==> config.mk <==
export PLATFORM = sky130hd
export DESIGN_NAME = serial_mem_slave
export DESIGN_NICKNAME = d
export VERILOG_FILES = /design/src/rtl/sms_pkg.sv /design/src/rtl/sms_line_sync.sv /design/src/rtl/sms_addr_ptr.sv /design/src/rtl/serial_mem_slave.sv
export SDC_FILE = /design/constraint.sdc
export NUM_CORES = 1
export LEC_CHECK = 0
export BUFFER_PORTS_ARGS = -buffer_cell sky130_fd_sc_hd__buf_2
export CORE_MARGIN = 5
export CORE_UTILIZATION = 30
export DETAILED_ROUTE_END_ITERATION = 8
export GPL_ROUTABILITY_DRIVEN = 1
export HOLD_SLACK_MARGIN = 0.08
export PLACE_DENSITY = 0.49
export SYNTH_ARGS = -nofsm -noshare
export SYNTH_HDL_FRONTEND = slang
export SYNTH_SLANG_ARGS = --single-unit
==> constraint.sdc <==
create_clock -name clk -period 5.35 [get_ports clk]
set_input_delay 0.2675 -clock clk [delete_from_list [all_inputs] [get_ports clk]]
set_output_delay 0.2675 -clock clk [all_outputs]
set_load 0.05 [all_outputs]
==> src/rtl/sms_pkg.sv <==
package sms_pkg;
   // Transfer phase of the command engine.
   typedef enum logic [2:0] {
      ST_IDLE,   // ignoring traffic until START
      ST_CTRL,   // shifting the control byte
      ST_AHI,    // high address byte
      ST_ALO,    // low address byte
      ST_WDATA,  // the single data byte of a write
      ST_RDATA   // streaming read bytes out
   } sms_state_e;

   localparam int SMS_BYTE_W = 8;
   localparam int SMS_ACK_BIT = 8;  // bit count at which a byte is complete
endpackage

==> src/rtl/sms_line_sync.sv <==
module sms_line_sync #(
   parameter int STAGES = 2
) (
   input  logic clk,
   input  logic rst_n,
   input  logic scl_i,
   input  logic sda_i,
   output logic scl_s,
   output logic sda_s,
   output logic scl_rise,
   output logic scl_fall,
   output logic start_ev,
   output logic stop_ev
);
   generate
      if (STAGES < 2) begin : g_bad_stages
         $error("sms_line_sync: STAGES must be at least 2");
      end
   endgenerate

   logic [STAGES-1:0] scl_ff, sda_ff;
   logic              scl_q, sda_q;

   // Idle bus is high on both lines, so reset the chain to ones.
   always_ff @(posedge clk or negedge rst_n) begin
      if (!rst_n) begin
         scl_ff <= '1;
         sda_ff <= '1;
         scl_q  <= 1'b1;
         sda_q  <= 1'b1;
      end else begin
         scl_ff <= {scl_ff[STAGES-2:0], scl_i};
         sda_ff <= {sda_ff[STAGES-2:0], sda_i};
         scl_q  <= scl_ff[STAGES-1];
         sda_q  <= sda_ff[STAGES-1];
      end
   end

   assign scl_s    = scl_ff[STAGES-1];
   assign sda_s    = sda_ff[STAGES-1];
   assign scl_rise = scl_s & ~scl_q;
   assign scl_fall = ~scl_s & scl_q;
   assign start_ev = scl_s & scl_q & sda_q & ~sda_s;
   assign stop_ev  = scl_s & scl_q & ~sda_q & sda_s;
endmodule

==> src/rtl/sms_addr_ptr.sv <==
module sms_addr_ptr #(
   parameter int AW = 15
) (
   input  logic          clk,
   input  logic          rst_n,
   input  logic          load,
   input  logic [AW-1:0] load_val,
   input  logic          inc,
   output logic [AW-1:0] ptr
);
   generate
      if (AW < 1) begin : g_bad_aw
         $error("sms_addr_ptr: AW must be positive");
      end
   endgenerate

   // Natural AW-bit overflow gives the full-array wrap.
   always_ff @(posedge clk or negedge rst_n) begin
      if (!rst_n)    ptr <= '0;
      else if (load) ptr <= load_val;
      else if (inc)  ptr <= ptr + 1'b1;
   end
endmodule

==> src/rtl/serial_mem_slave.sv <==
module serial_mem_slave
   import sms_pkg::*;
#(
   parameter int          AW          = 15,
   parameter int          SEL_W       = 3,
   parameter int          SYNC_STAGES = 2,
   parameter logic [6:0]  DEV_ID      = 7'b1010_000
) (
   input  logic                  clk,
   input  logic                  rst_n,
   input  logic                  scl_i,
   input  logic                  sda_i,
   output logic                  sda_oe,
   input  logic [SEL_W-1:0]      strap_i,
   input  logic                  mem_busy_i,
   output logic [AW-1:0]         mem_addr,
   output logic                  mem_rd_en,
   input  logic [SMS_BYTE_W-1:0] mem_rd_data,
   output logic                  mem_wr_en,
   output logic [SMS_BYTE_W-1:0] mem_wr_data
);
   localparam int AH_W = AW - SMS_BYTE_W;

   generate
      if (AW < SMS_BYTE_W + 1 || AW > 2 * SMS_BYTE_W) begin : g_bad_aw
         $error("serial_mem_slave: AW must lie in 9..16");
      end
      if (SEL_W < 1 || SEL_W > 6) begin : g_bad_sel
         $error("serial_mem_slave: SEL_W must lie in 1..6");
      end
   endgenerate

   logic scl_s, sda_s, scl_rise, scl_fall, start_ev, stop_ev;

   sms_line_sync #(.STAGES(SYNC_STAGES)) u_sync (
      .clk      (clk),
      .rst_n    (rst_n),
      .scl_i    (scl_i),
      .sda_i    (sda_i),
      .scl_s    (scl_s),
      .sda_s    (sda_s),
      .scl_rise (scl_rise),
      .scl_fall (scl_fall),
      .start_ev (start_ev),
      .stop_ev  (stop_ev)
   );

   logic          ptr_load, ptr_inc;
   logic [AW-1:0] ptr_val, ptr;

   sms_addr_ptr #(.AW(AW)) u_ptr (
      .clk      (clk),
      .rst_n    (rst_n),
      .load     (ptr_load),
      .load_val (ptr_val),
      .inc      (ptr_inc),
      .ptr      (ptr)
   );

   sms_state_e            st;
   logic [SMS_BYTE_W-1:0] rx_sh, tx_sh;
   logic [3:0]            bitcnt;
   logic                  ack_ph, rw, more, rd_pend;
   logic [AH_W-1:0]       ahi;
   logic [2:0]            bidx;
   logic                  sel_hit, byte_end, ack_end, bit_fall;

   // Control byte match: device code, straps, and silence while busy.
   assign sel_hit  = (rx_sh[7:SEL_W+1] == DEV_ID[6:SEL_W]) &&
                     (rx_sh[SEL_W:1] == strap_i) && !mem_busy_i;
   assign byte_end = scl_fall && !ack_ph && (bitcnt == 4'(SMS_ACK_BIT)) && (st != ST_IDLE);
   assign ack_end  = scl_fall && ack_ph && (st != ST_IDLE);
   assign bit_fall = scl_fall && !ack_ph && (st == ST_RDATA) &&
                     (bitcnt != 4'd0) && (bitcnt < 4'(SMS_ACK_BIT));
   assign bidx     = 3'(4'd7 - bitcnt);

   always_ff @(posedge clk or negedge rst_n) begin
      if (!rst_n) begin
         st          <= ST_IDLE;
         rx_sh       <= '0;
         tx_sh       <= '0;
         bitcnt      <= '0;
         ack_ph      <= 1'b0;
         rw          <= 1'b0;
         more        <= 1'b0;
         rd_pend     <= 1'b0;
         ahi         <= '0;
         sda_oe      <= 1'b0;
         mem_addr    <= '0;
         mem_rd_en   <= 1'b0;
         mem_wr_en   <= 1'b0;
         mem_wr_data <= '0;
         ptr_load    <= 1'b0;
         ptr_inc     <= 1'b0;
         ptr_val     <= '0;
      end else begin
         mem_rd_en <= 1'b0;
         mem_wr_en <= 1'b0;
         ptr_load  <= 1'b0;
         ptr_inc   <= 1'b0;
         // Read data arrives one cycle after the strobe was seen by memory.
         rd_pend   <= mem_rd_en;
         if (rd_pend) tx_sh <= mem_rd_data;

         if (start_ev) begin
            st     <= ST_CTRL;
            bitcnt <= '0;
            ack_ph <= 1'b0;
            sda_oe <= 1'b0;
         end else if (stop_ev) begin
            st     <= ST_IDLE;
            ack_ph <= 1'b0;
            sda_oe <= 1'b0;
         end else if (scl_rise && st != ST_IDLE) begin
            if (ack_ph) begin
               if (st == ST_RDATA) begin
                  // Master acknowledge: fetch the next byte now.
                  more <= ~sda_s;
                  if (!sda_s) begin
                     mem_rd_en <= 1'b1;
                     mem_addr  <= ptr;
                  end
               end
            end else if (bitcnt < 4'(SMS_ACK_BIT)) begin
               rx_sh  <= {rx_sh[6:0], sda_s};
               bitcnt <= bitcnt + 4'd1;
            end
         end else if (byte_end) begin
            ack_ph <= 1'b1;
            case (st)
               ST_CTRL: begin
                  if (sel_hit) begin
                     sda_oe <= 1'b1;
                     rw     <= rx_sh[0];
                     if (rx_sh[0]) begin
                        mem_rd_en <= 1'b1;
                        mem_addr  <= ptr;
                     end
                  end else begin
                     st     <= ST_IDLE;
                     ack_ph <= 1'b0;
                  end
               end
               ST_AHI: begin
                  sda_oe <= 1'b1;
                  ahi    <= rx_sh[AH_W-1:0];
               end
               ST_ALO: begin
                  sda_oe   <= 1'b1;
                  ptr_load <= 1'b1;
                  ptr_val  <= {ahi, rx_sh};
               end
               ST_WDATA: begin
                  sda_oe      <= 1'b1;
                  mem_wr_en   <= 1'b1;
                  mem_addr    <= ptr;
                  mem_wr_data <= rx_sh;
                  ptr_inc     <= 1'b1;
               end
               ST_RDATA: begin
                  sda_oe  <= 1'b0;
                  ptr_inc <= 1'b1;
               end
               default: begin
                  st     <= ST_IDLE;
                  ack_ph <= 1'b0;
               end
            endcase
         end else if (ack_end) begin
            ack_ph <= 1'b0;
            bitcnt <= '0;
            case (st)
               ST_CTRL: begin
                  if (rw) begin
                     st     <= ST_RDATA;
                     sda_oe <= ~tx_sh[7];
                  end else begin
                     st     <= ST_AHI;
                     sda_oe <= 1'b0;
                  end
               end
               ST_AHI: begin
                  st     <= ST_ALO;
                  sda_oe <= 1'b0;
               end
               ST_ALO: begin
                  st     <= ST_WDATA;
                  sda_oe <= 1'b0;
               end
               ST_RDATA: begin
                  if (more) begin
                     sda_oe <= ~tx_sh[7];
                  end else begin
                     st     <= ST_IDLE;
                     sda_oe <= 1'b0;
                  end
               end
               default: begin
                  // A write takes one data byte; the rest is ignored.
                  st     <= ST_IDLE;
                  sda_oe <= 1'b0;
               end
            endcase
         end else if (bit_fall) begin
            sda_oe <= ~tx_sh[bidx];
         end
      end
   end
endmodule

==> qor.yml, run 1 <==
outcome:
  status: "completed"
clock_tree:
  clock-sinks: 98
  cts_made_buffers: 9
  ctsResizeCount: 0
  root_buffer: "clkbuf_16"
  clk_pin_slew_ns: 0.07
  tritoncts: "done"
  clock_latency_ns: 0.35
  clk_path_buf_depth: 2
  post_cts_buffers: 0
  cts_max_level: 3
synth:
  ys_seq_elements: 98
  synth_area_per_cell_sq_um: 11.92
  synth_ff_type: "dfrtp_1"
  synthCells: 364
  async_flop_share_pct: 100.0
  synth_fp_nets: 383
  yosys_warnings: 0
  synth_edf_count: 0
  syn_area_sq_mm: 0.004339
  netlist-cell-type-count: 49
  seq_area_frac_synth_pct: 56.69
global_routing:
  grt_usage_pct: 11.12
  grt_pass1_wl_um: 14610
  grt_max_degree: 63
  grt_remaining_overflow: 0
  antenna_found_initial: 0
  first_global_vias: 2824
floorplan:
  io_pins: 42
  core_sq_mm: 0.01437
  die-height_um: 130.3
  start_util_pct: 30.20
  rows: 44
  die_w_um: 130.3
  die_area_sq_mm: 0.01697
worst_setup_path:
  end_kind: "flop"
  worstSetupPathType: "reg2reg"
  arrival_ns: 2.62
  crit_path_max_fanout: 15
  rr_startpoint: "st[2]"
  cp_data_required_time_ns: 5.59
  startpoint: "st[2]"
  cp-start-kind: "flop"
final_layout:
  nets: 426
  antennaDiodeCount: 0
  post-route-util_pct: 35.02
  layout-drive-gt1-share_pct: 30.83
  stdcell_area_sq_mm: 0.005032
  area_growth_syn_to_layout_pct: 15.97
  finalNonFillerCells: 596
drt:
  drt_first_pass_iters: 4
  drt-total-wl_um: 8839
  antenna_left: 0
  drt-vias-per-instance: 4.718
  wl_per_cell_um: 14.83
  route.vias.total: 2812
  remaining_drc_errors: 0
  drt-initial-drc-count: 229
flow_run:
  max_cap_viol_count: 0
sta:
  finalHoldViolations: 0
  final_max_slew_viol_count: 0
  tightest_slew_ns: 0.8988
  slew_headroom_pct: 40.08
  fin_crit_sh_pct: 44.52
  rsz0062_at_grt: "no"
  worst_clock_skew_ns: 0.009944
  tns_ns: 0
  clock.fmax_mhz: 419.9
  setup_viol: 0
  setup_slack_ns: 2.968
  period_needed_ns: 2.382
worst_hold_path:
  hold_path.class: "in2reg"
  worstHoldStart: "mem_rd_data[1]"
placement:
  gp_congestion: 0.8677
  dp_hpwl_um: 6223
  dpl_cell_area_sq_mm: 0.004716
  pre_cts_ws_ns: 2.962
  port_buffers: 41
  dp_cells: 577
power:
  intPower_mw: 1.110
  p_comb_share_pct: 5.1
  power.leakage_nw: 2.393
  peakVddDrop_mv: 0.1557
  pwr-share-clk_pct: 42.0
  power_switching_share_pct: 25.60
  powerDensity_mw_per_mm2: 296.5
  seqPwrFrac_pct: 52.9
  switching_power_mw: 0.3821
==> per-layer routing <==
layer  vias up  GRT usage, %  part of all wire, %
met5         -             0                    0
met4         0         5.257                  2.2
met3        12         3.561                  4.9
met2        49         16.26                   45
met1      1386         14.93                   48
li1       1365             -                    -
==> power by group through the flow <==
stage / sequential, mW / combinational [mW] / clock (mW)
2_1_floorplan: 0.795 / 0.0430 / 0
3_3_place_gp: 0.803 / 0.0760 / 0
3_5_place_dp: 0.804 / 0.0779 / 0
4_1_cts: 0.789 / 0.0799 / 0.650
5_1_grt: 0.792 / 0.0891 / 0.676
6_report: 0.789 / 0.0768 / 0.626
==> cells by family (layout without fill, tap and decap cells) <==
group                    after synthesis  in the layout  synth area share (%)
AND/OR/NAND/NOR                      120            120                 13.93
XOR/XNOR                              18             18                 3.633
multiplexers                          60             60                 16.12
buffers and inverters                 20             68                 2.278
adder cells (fa/ha/maj)                3              3                0.8651
AO/OA/AOI/OAI                         45             45                 6.488
flip-flops                            98             98                 56.69
==> final cells by class <==
cell class	count	area, sq um
inverter	6	22.52
clock buffer	9	225.2
tap	184	230.2
timing repair buffer	46	252.7
clock inverter	7	61.31
multi-input combinational	246	1780
sequential	98	2460
fill	1428	9336
==> registers in the layout, summed over array words and instances, names as in the netlist <==
name,cells
ack_ph,1
ahi,7
bitcnt,4
mem_addr,15
mem_rd_en,1
mem_wr_data,8
mem_wr_en,1
more,1
ptr_inc,1
ptr_load,1
ptr_val,15
rd_pend,1
rw,1
rx_sh,8
sda_oe,1
st,3
tx_sh,8
u_ptr.ptr,15
u_sync.scl_ff,2
u_sync.scl_q,1
u_sync.sda_ff,2
u_sync.sda_q,1
==> cells in the mapped netlist, types with 3 or more instances <==
cell | number | area, sq um
dfstp_2 | 6 | 157.7
nand3_1 | 11 | 55.05
nor4_1 | 3 | 18.77
a21oi_1 | 4 | 20.02
ha_1 | 3 | 37.54
nand3b_1 | 3 | 22.52
and3_1 | 4 | 25.02
o21ai_0 | 23 | 115.1
dfrtp_1 | 92 | 2302
nand2_1 | 57 | 214.0
nor2b_1 | 4 | 25.02
nand2b_1 | 7 | 43.79
nor3_1 | 5 | 25.02
clkbuf_1 | 9 | 33.78
xnor2_1 | 6 | 52.55
mux2_2 | 56 | 630.6
nor2_1 | 14 | 52.55
inv_1 | 6 | 22.52
xor2_1 | 12 | 105.1
==> worst paths after layout <==
| path | endpoint | slack, ns | cells past startpoint |
|---|---|---|---|
| setup / recovery | mem_addr[4] | 2.97 | 4 |
| hold / removal | tx_sh[1] | 0.15 | 2 |
| setup reg to reg | mem_addr[4] | 2.97 | 4 |
| hold reg to reg | u_sync.sda_ff[1] | 0.36 | 0 |
| max in group asynchronous | tx_sh[2] | 3.78 | 3 |
| min in group asynchronous | mem_addr[1] | 0.41 | 2 |
==> through the flow <==
stage	power (mW)	hold slack, ns
global route	1.557	0.1305
detailed placement	0.8816	0.2638
finish	1.492	0.1456
global placement	0.8787	0.2581
floorplan	0.8381	-0.02809
CTS	1.519	0.1233
==> cells in the final DEF, fill, tap and decap left out, drive strengths merged, types with 3 or more instances in the layout <==
master	count
a21oi	5
and3	4
buf	43
clkbuf	9
dfrtp	92
dfstp	6
dlygate4sd3	3
ha	3
inv	9
mux2	56
nand2	57
nand2b	7
nand3	11
nand3b	4
nor2	14
nor2b	4
nor3	7
nor4	3
o21ai	23
xnor2	6
xor2	12
==> critical path, cell delays in order (launching register included) <==
cell and delay [ns]:
dfrtp_1 0.63, and2b_1 0.28, a41o_1 0.23, a21oi_2 0.71
mux2_2 0.41
==> repair_timing <==
| item | CTS | global route |
|---|---|---|
| hold endpoints to repair | 38 | 0 |
| hold buffers | 3 | 0 |
| setup endpoints to repair | 0 | 0 |
(Power assumes the default switching activity.)
==> run 2, diff against run 1 <==
Settings changed: ABC_AREA set to 1.
Clock period 5.35 ns to 2.5 ns, I/O delays scaled along.
==> run 2 against run 1 <==
Net effect:
- fmax grew 15%
- worst setup slack lost 2.5 ns
- die area grew 3.4%
==> qor.yml, run 2 <==
outcome:
  status: "completed"  # unchanged
sta:
  clock.fmax_mhz: 484.2  # was 419.9 MHz
  final_max_slew_viol_count: 0  # unchanged
  fin_crit_sh_pct: 82.60  # was 44.52%
  worst_clock_skew_ns: 0.008809  # was 0.009944 ns
  finalHoldViolations: 0  # unchanged
  setup_viol: 0  # unchanged
  hold_slack_ns: 0.2491  # was 0.1456 ns
  tightest_slew_ns: 0.8081  # was 0.8988 ns
  rsz0062_at_grt: "no"  # unchanged
  tns_ns: 0  # unchanged
  setup_slack_ns: 0.4349  # was 2.968 ns
  period_needed_ns: 2.065  # was 2.382 ns
  slew_headroom_pct: 45.93  # was 40.08%
drt:
  route.vias.total: 3507  # was 2,812
  drt-initial-drc-count: 169  # was 229
  antenna_left: 0  # unchanged
  drt_first_pass_iters: 5  # was 4
  drt-total-wl_um: 10230  # was 8839 um
  drt-vias-per-instance: 4.639  # was 4.718
  wl_per_cell_um: 13.53  # was 14.83 um
  remaining_drc_errors: 0  # unchanged
final_layout:
  layout-drive-gt1-share_pct: 16.78  # was 30.83%
  finalNonFillerCells: 756  # was 596
  final_cell_mix: "nand2_1, dfrtp_1, nand3_1, nor2_1, buf_2"  # was dfrtp_1, nand2_1, mux2_2, buf_2, o21ai_0
  final_common_cell: "nand2_1"  # was dfrtp_1
  area_growth_syn_to_layout_pct: 17.52  # was 15.97%
  stdcell_area_sq_mm: 0.005286  # was 0.005032 sq mm
  reg_top3: "mem_addr (15), ptr_val (15), u_ptr.ptr (15)"  # unchanged
  nets: 586  # was 426
  post-route-util_pct: 36.10  # was 35.02%
  antennaDiodeCount: 0  # unchanged
worst_setup_path:
  cp-start-kind: "flop"  # unchanged
  arrival_ns: 2.30  # was 2.62 ns
  crit_path_max_fanout: 16  # was 15
  slowest_delay_ns: 0.53  # was 0.71 ns
  worstSetupPathType: "reg2reg"  # unchanged
  critPathMostFrequentCell: "nand2_1"
  crit_slowest_cell: "dfrtp_1"  # was a21oi_2
  end_kind: "flop"  # unchanged
  cp_data_required_time_ns: 2.74  # was 5.59 ns
  path_cells: "nand2_1 > nor2_1 > nand4_1 > nand2_2 > nand2_4 > nand2_1 > nand2_1"  # was and2b_1 > a41o_1 > a21oi_2 > mux2_2
floorplan:
  start_util_pct: 30.72  # was 30.20%
  rows: 44  # unchanged
  io_pins: 42  # unchanged
  core_sq_mm: 0.01464  # was 0.01437 sq mm
  die-height_um: 132.5  # was 130.3 um
  die_w_um: 132.5  # was 130.3 um
  die_area_sq_mm: 0.01754  # was 0.01697 sq mm
global_routing:
  first_global_vias: 3556  # was 2,824
  grt_pass1_wl_um: 17760  # was 14,610 um
  grt_usage_pct: 12.30  # was 11.12%
  grt_remaining_overflow: 0  # unchanged
  antenna_found_initial: 0  # unchanged
  grt_max_degree: 52  # was 63
placement:
  gp_congestion: 0.8717  # was 0.8677
  dp_cells: 729  # was 577
  dpl_cell_area_sq_mm: 0.004885  # was 0.004716 sq mm
  dp_hpwl_um: 7235  # was 6223 um
  port_buffers: 41  # unchanged
  pre_cts_ws_ns: 0.4413  # was 2.962 ns
clock_tree:
  root_buffer: "clkbuf_16"  # unchanged
  clk_path_buf_depth: 2  # unchanged
  post_cts_buffers: 0  # unchanged
  clock-sinks: 98  # unchanged
  clock_latency_ns: 0.35  # about the same
  clk_pin_slew_ns: 0.07  # about the same
  cts_made_buffers: 9  # unchanged
  ctsResizeCount: 0  # unchanged
  tritoncts: "done"  # unchanged
  cts_hold_buf: 11  # was 3
  cts_max_level: 3  # unchanged
power:
  power_switching_share_pct: 31.17  # was 25.60%
  power.total_mw: 3.952  # was 1.492 mW
  peakVddDrop_mv: 0.3436  # was 0.1557 mV
  intPower_mw: 2.720  # was 1.110 mW
  pwr-share-clk_pct: 34.2  # was 42.0%
  seqPwrFrac_pct: 47.4  # was 52.9%
  power.leakage_nw: 2.654  # was 2.393 nW
  switching_power_mw: 1.232  # was 0.3821 mW
  powerDensity_mw_per_mm2: 747.6  # was 296.5 mW/mm^2
  p_comb_share_pct: 18.4  # was 5.1%
synth:
  synth.top_cell.area_share_pct: 51.18  # was 53.06%
  yosys_warnings: 0  # unchanged
  synth_area_per_cell_sq_um: 8.768  # was 11.92 sq um
  synth_ff_type: "dfrtp_1"  # unchanged
  synth_top_cell_by_area: "dfrtp_1"  # unchanged
  async_flop_share_pct: 100.0  # unchanged
  seq_area_frac_synth_pct: 54.69  # was 56.69%
  syn_area_sq_mm: 0.004498  # was 0.004339 sq mm
  synth_edf_count: 0  # unchanged
  synth_area_leaders: "dfrtp_1, nand2_1, nand3_1, nor2_1, dfstp_2"  # was dfrtp_1, mux2_2, nand2_1, dfstp_2, o21ai_0
  synthCells: 513  # was 364
  synth_common_cells: "nand2_1, dfrtp_1, nand3_1"  # was dfrtp_1, nand2_1, mux2_2
  netlist-cell-type-count: 32  # was 49
  ys_seq_elements: 98  # unchanged
  synth_fp_nets: 532  # was 383
  synth.most_common_cell: "nand2_1"  # was dfrtp_1
worst_hold_path:
  hold_path.class: "in2reg"  # unchanged
flow_run:
  max_cap_viol_count: 0  # unchanged
[run 2: cell count changes after synthesis, moves of 6 or more]
cell,previous run,this run
inv_1,6,32
nand2b_1,7,0
a21oi_1,4,18
o21ai_0,23,31
a22oi_1,0,7
nand3_1,11,44
nor2_1,14,43
mux2_2,56,8
nand2_1,57,161
clkbuf_1,9,3
inv_2,0,6
[run 2: routing by layer]
layer | GRT usage, % | up-vias | wire, um
met1 | 17.36 | 1627 | 5211
met3 | 2.392 | 16 | 455
met2 | 18.35 | 89 | 4316
met5 | 0 | - | 0
li1 | - | 1775 | -
met4 | 5.485 | 0 | 242
[run 2: final timing paths]
path                             startpoint                to  slack [ns]  cells past startpoint
setup / recovery                      st[0]       mem_addr[4]        0.43                      7
hold / removal                   strap_i[1]                rw        0.25                      5
setup reg to reg                      st[0]       mem_addr[4]        0.43                      7
hold reg to reg            u_sync.scl_ff[0]  u_sync.scl_ff[1]        0.36                      0
max in group asynchronous             rst_n  u_sync.sda_ff[1]        1.43                      3
min in group asynchronous             rst_n      mem_addr[14]        0.36                      2
[run 2: area by class of cell]
cell class              count  area (sq um)
fillers                  1532          9358
flip-flops and latches     98          2460
multi-input cells         363          1798
repair buffers             56         360.3
clock buffers              11         252.7
well taps                 184         230.2
inverters                  39         146.4
clock inverters             5         38.79
[run 2: power by group through the flow]
stage               combinational, mW  sequential, mW  clock (mW)
finish                          0.727            1.87        1.35
global route                    0.831            1.90        1.45
CTS                             0.740            1.88        1.40
detailed placement              0.721            1.91           0
global placement                0.712            1.90           0
floorplan                       0.532            1.89           0
[run 2: worst max-delay path, delay by kind of cell (launching register included)]
family | cells | cell delay, ns
and+or+nand+nor | 7 | 1.42
DFF | 1 | 0.53
[run 2: cell families after synthesis]
kind of cell	count (synthesis)	share of synthesized area, %
adders and majority gates	3	0.8346
and+or+nand+nor	272	26.06
xor gates and xnor gates	12	2.337
AOI/OAI and AO/OA	68	8.734
DFF	98	54.69
muxes	8	2.003
buffers and inverters	52	5.341
==> run 3, diff against run 2 <==
Settings changed: ABC_AREA 1 to 0.
Clock period 2.5 ns to 1.9 ns, I/O delays scaled along.
==> run 3 against run 2 <==
Net effect:
- clock skew increased by 0.0020 ns
- largest cell class unchanged
- power increased by 11%
- worst hold slack improved by 0.0089 ns
- critical path type unchanged
- count of clock-buffer cells in the layout unchanged
- worst setup slack got worse by 0.54 ns
- the run now ends with setup timing left
- via count decreased by 11%
- core utilization increased by 4.6 points
- die area decreased by 3.3%
- fmax increased by 2.9%
==> qor.yml, run 3 (synthesized netlist as in run 1, its figures left out) <==
power:
  p_comb_share_pct: 8.7  # was 18.4%
  powerDensity_mw_per_mm2: 746.9  # was 747.6 mW/mm^2
  switching_power_mw: 1.096  # was 1.232 mW
  pwr-share-clk_pct: 41.7  # was 34.2%
  power_switching_share_pct: 25.09  # was 31.17%
  peakVddDrop_mv: 0.4385  # was 0.3436 mV
  seqPwrFrac_pct: 49.6  # was 47.4%
  intPower_mw: 3.273  # was 2.720 mW
  power.leakage_nw: 2.836  # was 2.654 nW
clock_tree:
  tritoncts: "done"  # unchanged
  clk_path_buf_depth: 2  # unchanged
  clock-sinks: 98  # unchanged
  clk_pin_slew_ns: 0.08  # was 0.07 ns
  cts_made_buffers: 9  # unchanged
  cts_max_level: 3  # unchanged
  root_buffer: "clkbuf_16"  # unchanged
  clock_latency_ns: 0.35  # about the same
final_layout:
  post-route-util_pct: 40.71  # was 36.10%
  area_growth_syn_to_layout_pct: 34.80  # was 17.52%
  final_common_cell: "dfrtp_1"  # was nand2_1
  reg_top3: "mem_addr (15), ptr_val (15), u_ptr.ptr (15)"  # unchanged
  nets: 491  # was 586
  layout-drive-gt1-share_pct: 41.93  # was 16.78%
  final_cell_mix: "dfrtp_1, nand2_1, buf_4, buf_2, mux2_2"  # was nand2_1, dfrtp_1, nand3_1, nor2_1, buf_2
  antennaDiodeCount: 0  # unchanged
  fillerInstances: 1367  # was 1,532
sta:
  period_needed_ns: 2.007  # was 2.065 ns
  hold_slack_ns: 0.2580  # was 0.2491 ns
  final_max_slew_viol_count: 0  # unchanged
  rsz0062_at_grt: "yes"  # was no
  setup_viol: 39  # was 0
  setup_slack_ns: -0.1071  # was 0.4349 ns
  clock.fmax_mhz: 498.2  # was 484.2 MHz
  tightest_slew_ns: 0.5772  # was 0.8081 ns
  finalHoldViolations: 0  # unchanged
  worst_clock_skew_ns: 0.01085  # was 0.008809 ns
  slew_headroom_pct: 61.31  # was 45.93%
  tns_ns: -1.952  # was 0 ns
  fin_crit_sh_pct: 105.6  # was 82.60%
drt:
  drt_first_pass_iters: 5  # unchanged
  drt-vias-per-instance: 4.699  # was 4.639
  drt-total-wl_um: 10410  # was 10,230 um
  wl_per_cell_um: 15.74  # was 13.53 um
  route.vias.total: 3106  # was 3,507
  antenna_left: 0  # unchanged
  drt-initial-drc-count: 118  # was 169
  remaining_drc_errors: 0  # unchanged
outcome:
  status: "complete, but fails checks"  # was completed
  violations: "setup timing"
global_routing:
  antenna_found_initial: 0  # unchanged
  grt_max_degree: 45  # was 52
  grt.met3_usage_pct: 3.438  # was 2.392%
  grt_pass1_wl_um: 16280  # was 17,760 um
  first_global_vias: 3084  # was 3,556
  use_met1_pct: 16.37  # was 17.36%
  use_met2_pct: 19.64  # was 18.35%
  top_usage_layer: "met2"  # unchanged
  grt_usage_pct: 12.49  # was 12.30%
  grt_remaining_overflow: 0  # unchanged
worst_setup_path:
  end_kind: "flop"  # unchanged
  worstSetupPathType: "reg2reg"  # unchanged
  path_cells: "nor4b_4 > buf_4 > buf_6 > buf_4 > nand4b_1 > buf_4 > a31oi_1 > nor2_1 > mux2_4"  # was nand2_1 > nor2_1 > nand4_1 > nand2_2 > nand2_4 > nand2_1 > nand2_1
  crit_slowest_cell: "dfrtp_1"  # unchanged
  crit_path_max_fanout: 3  # was 16
  cp_data_required_time_ns: 2.14  # was 2.74 ns
  critPathTopFamily: "buffers and inverters"  # was simple AND/OR/NAND/NOR gates
  slowest_delay_ns: 0.40  # was 0.53 ns
  arrival_ns: 2.25  # was 2.30 ns
  critPathMostFrequentCell: "buf_4"  # was nand2_1
  path_buf_inv: 4  # was 0
  cp-start-kind: "flop"  # unchanged
placement:
  gp_congestion: 0.9069  # was 0.8717
  dp_hpwl_um: 6936  # was 7235 um
  port_buffers: 41  # unchanged
floorplan:
  rows: 44  # unchanged
  die_area_sq_mm: 0.01697  # was 0.01754 sq mm
  io_pins: 42  # unchanged
  start_util_pct: 30.20  # was 30.72%
  die-height_um: 130.3  # was 132.5 um
  core_sq_mm: 0.01437  # was 0.01464 sq mm
  die_w_um: 130.3  # was 132.5 um
flow_run:
  max_cap_viol_count: 0  # unchanged
worst_hold_path:
  hold_path.class: "in2async"  # was in2reg
[run 3: timing repair]
item / CTS / global route
resized for setup: 30 / 28
hold buffers: 11 / 0
cloned: 2 / 1
endpoints found under the hold margin: 47 / 0
pin swaps: 8 / 9
setup endpoints to repair: 40 / 55
buffers inserted: 11 / 3
[run 3: layer usage]
metal	vias to the layer above	wire [um]
met5	-	0
met4	0	251
met3	25	450
met2	65	5015
met1	1520	4688
li1	1496	-
[run 3: power by group through the flow]
stage / logic, mW / registers [mW] / clock network [mW]
after floorplan: 0.120 / 2.24 / 0
after global placement: 0.350 / 2.21 / 0
after detailed placement: 0.354 / 2.21 / 0
after CTS: 0.380 / 2.17 / 1.88
after global routing: 0.424 / 2.17 / 1.96
final: 0.382 / 2.17 / 1.82
[run 3: layout make-up]
| class | count | area, sq um | area share, % |
|---|---|---|---|
| tap | 184 | 230.2 | 3.936 |
| timing repair buffer | 110 | 829.5 | 14.18 |
| multi-input combinational | 247 | 2008 | 34.33 |
| inverter | 6 | 22.52 | 0.3850 |
| sequential | 98 | 2460 | 42.05 |
| clock buffer | 11 | 252.7 | 4.321 |
| clock inverter | 5 | 46.29 | 0.7914 |
[run 3: stage by stage]
stage | cells | setup WS, ns | cell area [sq um] | total power, mW
CTS | 659 | -0.1112 | 5727 | 4.430
floorplan | 364 | 0.01451 | 4345 | 2.359
finish | 661 | -0.1071 | 5849 | 4.369
detailed placement | 619 | -0.2014 | 5071 | 2.561
global route | 661 | -0.1751 | 5849 | 4.554
global placement | 619 | -0.1489 | 5071 | 2.557
[run 3: path summary, 6_finish.rpt]
kind | from | end | slack, ns | depth (start not counted)
worst max-delay path | bitcnt[1] | st[0] | -0.11 | 9
max in group asynchronous | rst_n | u_sync.scl_ff[0] | 0.97 | 3
worst max register to register | bitcnt[1] | st[0] | -0.11 | 9
min in group clk | u_sync.scl_ff[0] | u_sync.scl_ff[1] | 0.36 | 0
worst min-delay path | rst_n | mem_addr[1] | 0.26 | 2
worst min register to register | u_sync.scl_ff[0] | u_sync.scl_ff[1] | 0.36 | 0
[run 3: worst reg2reg max path, stage by stage (launching register included)]
cell and delay (ns):
dfrtp_1 0.40, nor4b_4 0.38, buf_4 0.20, buf_6 0.09, buf_4 0.09, nand4b_1 0.11, buf_4 0.18, a31oi_1 0.13
nor2_1 0.06, mux2_4 0.26
